File: config.mk
export PLATFORM = sky130hd
export DESIGN_NAME = mpr_mode_ctrl
export DESIGN_NICKNAME = d
export VERILOG_FILES = /design/src/rtl/mpr_pkg.sv /design/src/rtl/mpr_cmd_decode.sv /design/src/rtl/mpr_pattern_gen.sv /design/src/rtl/mpr_mode_fsm.sv /design/src/rtl/mpr_mode_ctrl.sv
export SDC_FILE = /design/constraint.sdc
export NUM_CORES = 1
export LEC_CHECK = 0
export BUFFER_PORTS_ARGS = -buffer_cell sky130_fd_sc_hd__buf_2
export CORE_AREA = 2 2 63 65
export DETAILED_ROUTE_END_ITERATION = 10
export DIE_AREA = 0 0 65 67
export PLACE_DENSITY = 0.81
export SLEW_MARGIN = 25
export SYNTH_ARGS = -nofsm -noshare
export SYNTH_HDL_FRONTEND = slang
export SYNTH_SLANG_ARGS = --single-unit
export TNS_END_PERCENT = 20
File: constraint.sdc
create_clock -name clk -period 3.9 [get_ports clk]
set_clock_uncertainty 0.1 [all_clocks]
set_input_delay 0.39 -clock clk [delete_from_list [all_inputs] [get_ports clk]]
set_output_delay 0.39 -clock clk [all_outputs]
set_load 0.005 [all_outputs]
File: src/rtl/mpr_pkg.sv
package mpr_pkg;

    typedef enum logic [0:0] {
        ST_NORMAL = 1'b0,
        ST_MPR    = 1'b1
    } mpr_state_e;

    typedef struct packed {
        logic mrs;       // mode-register-set
        logic rd;        // read or read with autoprecharge
        logic quiet;     // deselect or no-operation
    } cmd_dec_t;

    localparam logic [2:0] MR3_SEL = 3'b011;

endpackage

File: src/rtl/mpr_cmd_decode.sv
module mpr_cmd_decode
    import mpr_pkg::*;
(
    input  logic     cs_n,
    input  logic     ras_n,
    input  logic     cas_n,
    input  logic     we_n,
    output cmd_dec_t dec
);

    always_comb begin
        dec.quiet = cs_n | (ras_n & cas_n & we_n);
        dec.mrs   = ~cs_n & ~ras_n & ~cas_n & ~we_n;
        dec.rd    = ~cs_n &  ras_n & ~cas_n &  we_n;
    end

endmodule

File: src/rtl/mpr_pattern_gen.sv
module mpr_pattern_gen #(
    parameter int DQ_W  = 16,
    parameter int BURST = 8,
    parameter int LOC_W = 2
) (
    input  logic [LOC_W-1:0]      loc,
    output logic [DQ_W*BURST-1:0] pattern
);

    for (genvar b = 0; b < BURST; b++) begin : g_beat
        localparam logic BIT_VAL = 1'((b % 2) == 1);
        assign pattern[b*DQ_W +: DQ_W] = (loc == '0) ? {DQ_W{BIT_VAL}} : '0;
    end

endmodule

File: src/rtl/mpr_mode_fsm.sv
module mpr_mode_fsm
    import mpr_pkg::*;
#(
    parameter int ADDR_W = 15,
    parameter int LOC_W  = 2
) (
    input  logic              clk,
    input  logic              rst_n,
    input  cmd_dec_t          dec,
    input  logic [2:0]        ba,
    input  logic [ADDR_W-1:0] addr,
    input  logic              banks_idle,
    output mpr_state_e        state_q,
    output logic [LOC_W-1:0]  loc_q,
    output logic              rd_hit,
    output logic              redirect_q,
    output logic              illegal_q
);

    mpr_state_e       state_d;
    logic [LOC_W-1:0] loc_d;
    logic             illegal_d;
    logic             mr3_wr;
    logic             rsvd_bad;
    logic             mr3_ok;
    logic             bad_bank;

    assign mr3_wr   = dec.mrs && (ba == MR3_SEL);
    assign rsvd_bad = |addr[ADDR_W-1:3];
    assign mr3_ok   = mr3_wr && !rsvd_bad;
    assign bad_bank = dec.mrs && ba[2];

    // state register
    always_ff @(posedge clk or negedge rst_n) begin
        if (!rst_n) begin
            state_q <= ST_NORMAL;
            loc_q   <= '0;
        end else begin
            state_q <= state_d;
            loc_q   <= loc_d;
        end
    end

    // next state and flag decision
    always_comb begin
        state_d   = state_q;
        loc_d     = loc_q;
        illegal_d = 1'b0;
        rd_hit    = 1'b0;
        unique case (state_q)
            ST_NORMAL: begin
                if (mr3_ok && addr[2] && banks_idle) begin
                    state_d = ST_MPR;                 // ENTER
                    loc_d   = addr[LOC_W-1:0];
                end
                illegal_d = bad_bank
                          || (mr3_wr && rsvd_bad)
                          || (mr3_ok && addr[2] && !banks_idle);
            end
            ST_MPR: begin
                rd_hit = dec.rd;
                if (mr3_ok && !addr[2]) begin
                    state_d = ST_NORMAL;              // EXIT
                end
                illegal_d = !(dec.quiet || dec.rd || (mr3_ok && !addr[2]));
            end
            default: state_d = ST_NORMAL;
        endcase
    end

    // registered outputs
    always_ff @(posedge clk or negedge rst_n) begin
        if (!rst_n) begin
            redirect_q <= 1'b0;
            illegal_q  <= 1'b0;
        end else begin
            redirect_q <= rd_hit;
            illegal_q  <= illegal_d;
        end
    end

endmodule

File: src/rtl/mpr_mode_ctrl.sv
module mpr_mode_ctrl
    import mpr_pkg::*;
#(
    parameter int ADDR_W = 15,
    parameter int DQ_W   = 16,
    parameter int BURST  = 8
) (
    input  logic                  clk,
    input  logic                  rst_n,
    input  logic                  cs_n,
    input  logic                  ras_n,
    input  logic                  cas_n,
    input  logic                  we_n,
    input  logic [2:0]            ba,
    input  logic [ADDR_W-1:0]     addr,
    input  logic                  banks_idle,
    output logic [DQ_W*BURST-1:0] rd_pattern,
    output logic                  rd_redirect,
    output logic                  cmd_illegal
);

    localparam int LOC_W  = 2;
    localparam int DATA_W = DQ_W * BURST;

    cmd_dec_t          dec;
    mpr_state_e        mode_state;
    logic [LOC_W-1:0]  loc_q;
    logic              rd_hit;
    logic [DATA_W-1:0] pattern;
    logic [DATA_W-1:0] data_q;

    mpr_cmd_decode u_dec (
        .cs_n  (cs_n),
        .ras_n (ras_n),
        .cas_n (cas_n),
        .we_n  (we_n),
        .dec   (dec)
    );

    mpr_mode_fsm #(
        .ADDR_W (ADDR_W),
        .LOC_W  (LOC_W)
    ) u_fsm (
        .clk        (clk),
        .rst_n      (rst_n),
        .dec        (dec),
        .ba         (ba),
        .addr       (addr),
        .banks_idle (banks_idle),
        .state_q    (mode_state),
        .loc_q      (loc_q),
        .rd_hit     (rd_hit),
        .redirect_q (rd_redirect),
        .illegal_q  (cmd_illegal)
    );

    mpr_pattern_gen #(
        .DQ_W  (DQ_W),
        .BURST (BURST),
        .LOC_W (LOC_W)
    ) u_pat (
        .loc     (loc_q),
        .pattern (pattern)
    );

    always_ff @(posedge clk or negedge rst_n) begin
        if (!rst_n) begin
            data_q <= '0;
        end else begin
            data_q <= rd_hit ? pattern : '0;
        end
    end

    assign rd_pattern = data_q;

endmodule

==> results.md <==
- RSZ-0062 raised after global routing: false
- Worst Tran Pin Value: 0.643 ns
- Worst-path cell chain: buf_2
- R2R Setup Slk: 2.65 ns
- Switch share: 25.7%
- Initial DRC Count: 2
- Residual DRC count: 0
- Synth top cells by count: buf_4 (127), dfrtp_1 (6)
- Synth Warn #: 0
- Clock group share of total power: 49.5%
- Post-Route Utilization: 31.5%
- Reg2reg start: u_fsm.state_q
- Leakage: 0.000848 uW
- Max-cap violation count: 0
- All-layer global routing usage: 5.39%
- Highest-delay cell along the critical path: dfrtp_2
- Cell taking the most area after synthesis: buf_4
- Gate power share: 18.2%
- Syn Inst Count: 159
- HPWL Detailed: 1.58 mm
- Pre-CTS setup slack: 1.96 ns
- Vias in the first global route: 413
- Largest net degree at the start of global routing: 65
- EDFF count, synth: 0
- Final non-filler cell total: 238
- Startpoint types: flip-flop
- Fin. Hold Viols: 0
- Gpl congestion: 0.675
- CP Depth: 1
- Crit end category: output port
- Most numerous cell in the Yosys netlist: buf_4
- Status: finished, final reports clean
- Top-Level Pins: 155
- Synth area leaders: buf_4 (74%), dfrtp_1 (12%), mux2_1 (1.8%)
- Final worst-path cycle share: 44.3%
- DR vias: 768
- Clock insertion delay at the later pin of the skew report: 0.22 ns
- Net switching power figure: 49.9 uW
- Setup TNS: 0 ns
- CTS Buf Count: 3
- Grt total ovfl: 0
- P_int: 145 uW
- Setup crit end: rd_pattern[125]
- WP data arrival: 1.24 ns
- Synthesized flop and latch total: 6
- Area grow syn2layout: -11.7%
- Initial Util: 35.7%
- # rows: 22
- Max Freq: 579 MHz
- Final setup violation count: 0
- Share of the synthesized area in the top cell type: 74.1%
- CTS root buf: clkbuf_8
- Ant diodes: 0
- Total wire length: 1.69 mm
- Post-synth cell types: 21
- Initial antenna violation count: 0
- CP startpoint: rd_pattern[126]
- CP required: 3.41 ns
- Cells after DPL: 233
- CTS max path bufs: 2
- Worst hold path type: in2reg
- Area of the mapped netlist: 1290 sq um
- Max stage delay on crit path: 0.77 ns
- Die W: 65 um
- CTS tree: built
- Critical path class: reg2out
- Routed len/inst: 7.11 um
- Worst setup margin: 2.17 ns
- Max IR drop VDD: 0.127 mV
- Syn_area_per_cell: 8.09 sq um
- Seq/Total Area, Yosys: 11.7%
- Buf/Inv on CP: 1
- Fillers: 388
- ANT nets after route: 0
- Post-synth ARST share: 100%
- Seq pwr share: 32.3%
- CTS sink cnt: 6
- H-tree Lvls: 1
- Max-slew violations: 0
- PostCTS Resize Cnt: 0
- Layout cells sized above 1: 51.6%
- Hold_sp: cs_n
- Core area: 3610 sq um
- Peak fanout along the critical path: 64
- PwrDens: 171 nW/um^2
- FF-to-FF path depth: 3
- CP delay by family, top: flip-flops
- I/O Buffers: 90
- Die area: 4360 sq um
- Vias per cell: 3.23
- Clock-pin transition on the worst setup and hold timing paths: 0.04 ns
- Reg2reg end: u_fsm.loc_q[0]
- Die Ht: 67 um
- Global-route wire length before repair: 1.76 mm
- Slew headroom: 57.1%
- Tmin final: 1.73 ns
- Drt first pass iters: 2
- Ys flop type: dfrtp_1
- Final net count: 216
routing by layer:
layer,GRT usage (%),part of all wire (%)
met5,0,0
met4,3.19,0
met3,2.03,18
met2,10.3,57
met1,4.77,25
power by group through the flow:
| stage | Clock [uW] | Combinational (uW) | Sequential, uW |
|---|---|---|---|
| final | 96.3 | 35.4 | 62.9 |
| after CTS | 100 | 34.1 | 62.8 |
| after global routing | 104 | 41.2 | 62.8 |
| after floorplan | 0 | 64.3 | 63.7 |
| after detailed placement | 0 | 33.2 | 63.6 |
| after global placement | 0 | 32.7 | 63.6 |
layout by cell type (no fill, tap or decap), drive strengths merged, types with 2 or more instances in the layout:
cell type,count
conb,64
a21oi,2
buf,90
nor3,2
clkbuf,4
nor4,3
nor2,2
nand2,2
nand2b,2
mux2,2
dfrtp,6
area by class of cell:
| type | instances | area, sq um | share of cell area [%] |
|---|---|---|---|
| repair buffers | 91 | 460 | 40.5 |
| flip-flops and latches | 6 | 151 | 13.3 |
| well taps | 48 | 60.1 | 5.29 |
| clock buffers | 4 | 45.0 | 3.96 |
| multi-input cells | 88 | 415 | 36.6 |
| inverters | 1 | 3.75 | 0.330 |
through the flow:
| stage | hold slack [ns] | cell area (sq um) | power (uW) |
|---|---|---|---|
| final | 0.266 | 1140 | 195 |
| after global routing | 0.263 | 1140 | 208 |
| after CTS | 0.260 | 1140 | 197 |
| after detailed placement | 0.118 | 1080 | 96.9 |
| after global placement | 0.114 | 1080 | 96.3 |
| after floorplan | -0.00559 | 1520 | 128 |
cells by family (layout without fill, tap and decap cells):
kind of cell	count (synthesis)	count (layout)	share of synthesized area, %
compound gates	6	6	2.82
buf+inv	128	96	74.4
flops	6	6	11.7
mux	2	2	1.75
other cells	1	64	0.292
simple gates	16	16	9.05
how the worst min path moves through the flow:
stage / end / depth (start not counted) / slack [ns]
final: u_fsm.illegal_q / 2 / 0.27
after global routing: u_fsm.illegal_q / 2 / 0.26
after CTS: u_fsm.illegal_q / 2 / 0.26
after detailed placement: u_fsm.loc_q[1] / 1 / 0.12
after global placement: u_fsm.redirect_q / 1 / 0.11
after floorplan: rd_pattern[126] / 0 / -0.006
flip-flops by register name, indices dropped and copies added, names as in the netlist:
signal	cells
u_fsm.redirect_q	1
u_fsm.loc_q	2
rd_pattern	1
u_fsm.state_q	1
u_fsm.illegal_q	1
repair_timing:
action,in CTS,in global routing
setup buffers,0,0
hold endpoints to repair,6,0
hold buffers,1,0
setup endpoints to repair,0,0
(Power assumes the default switching activity.)
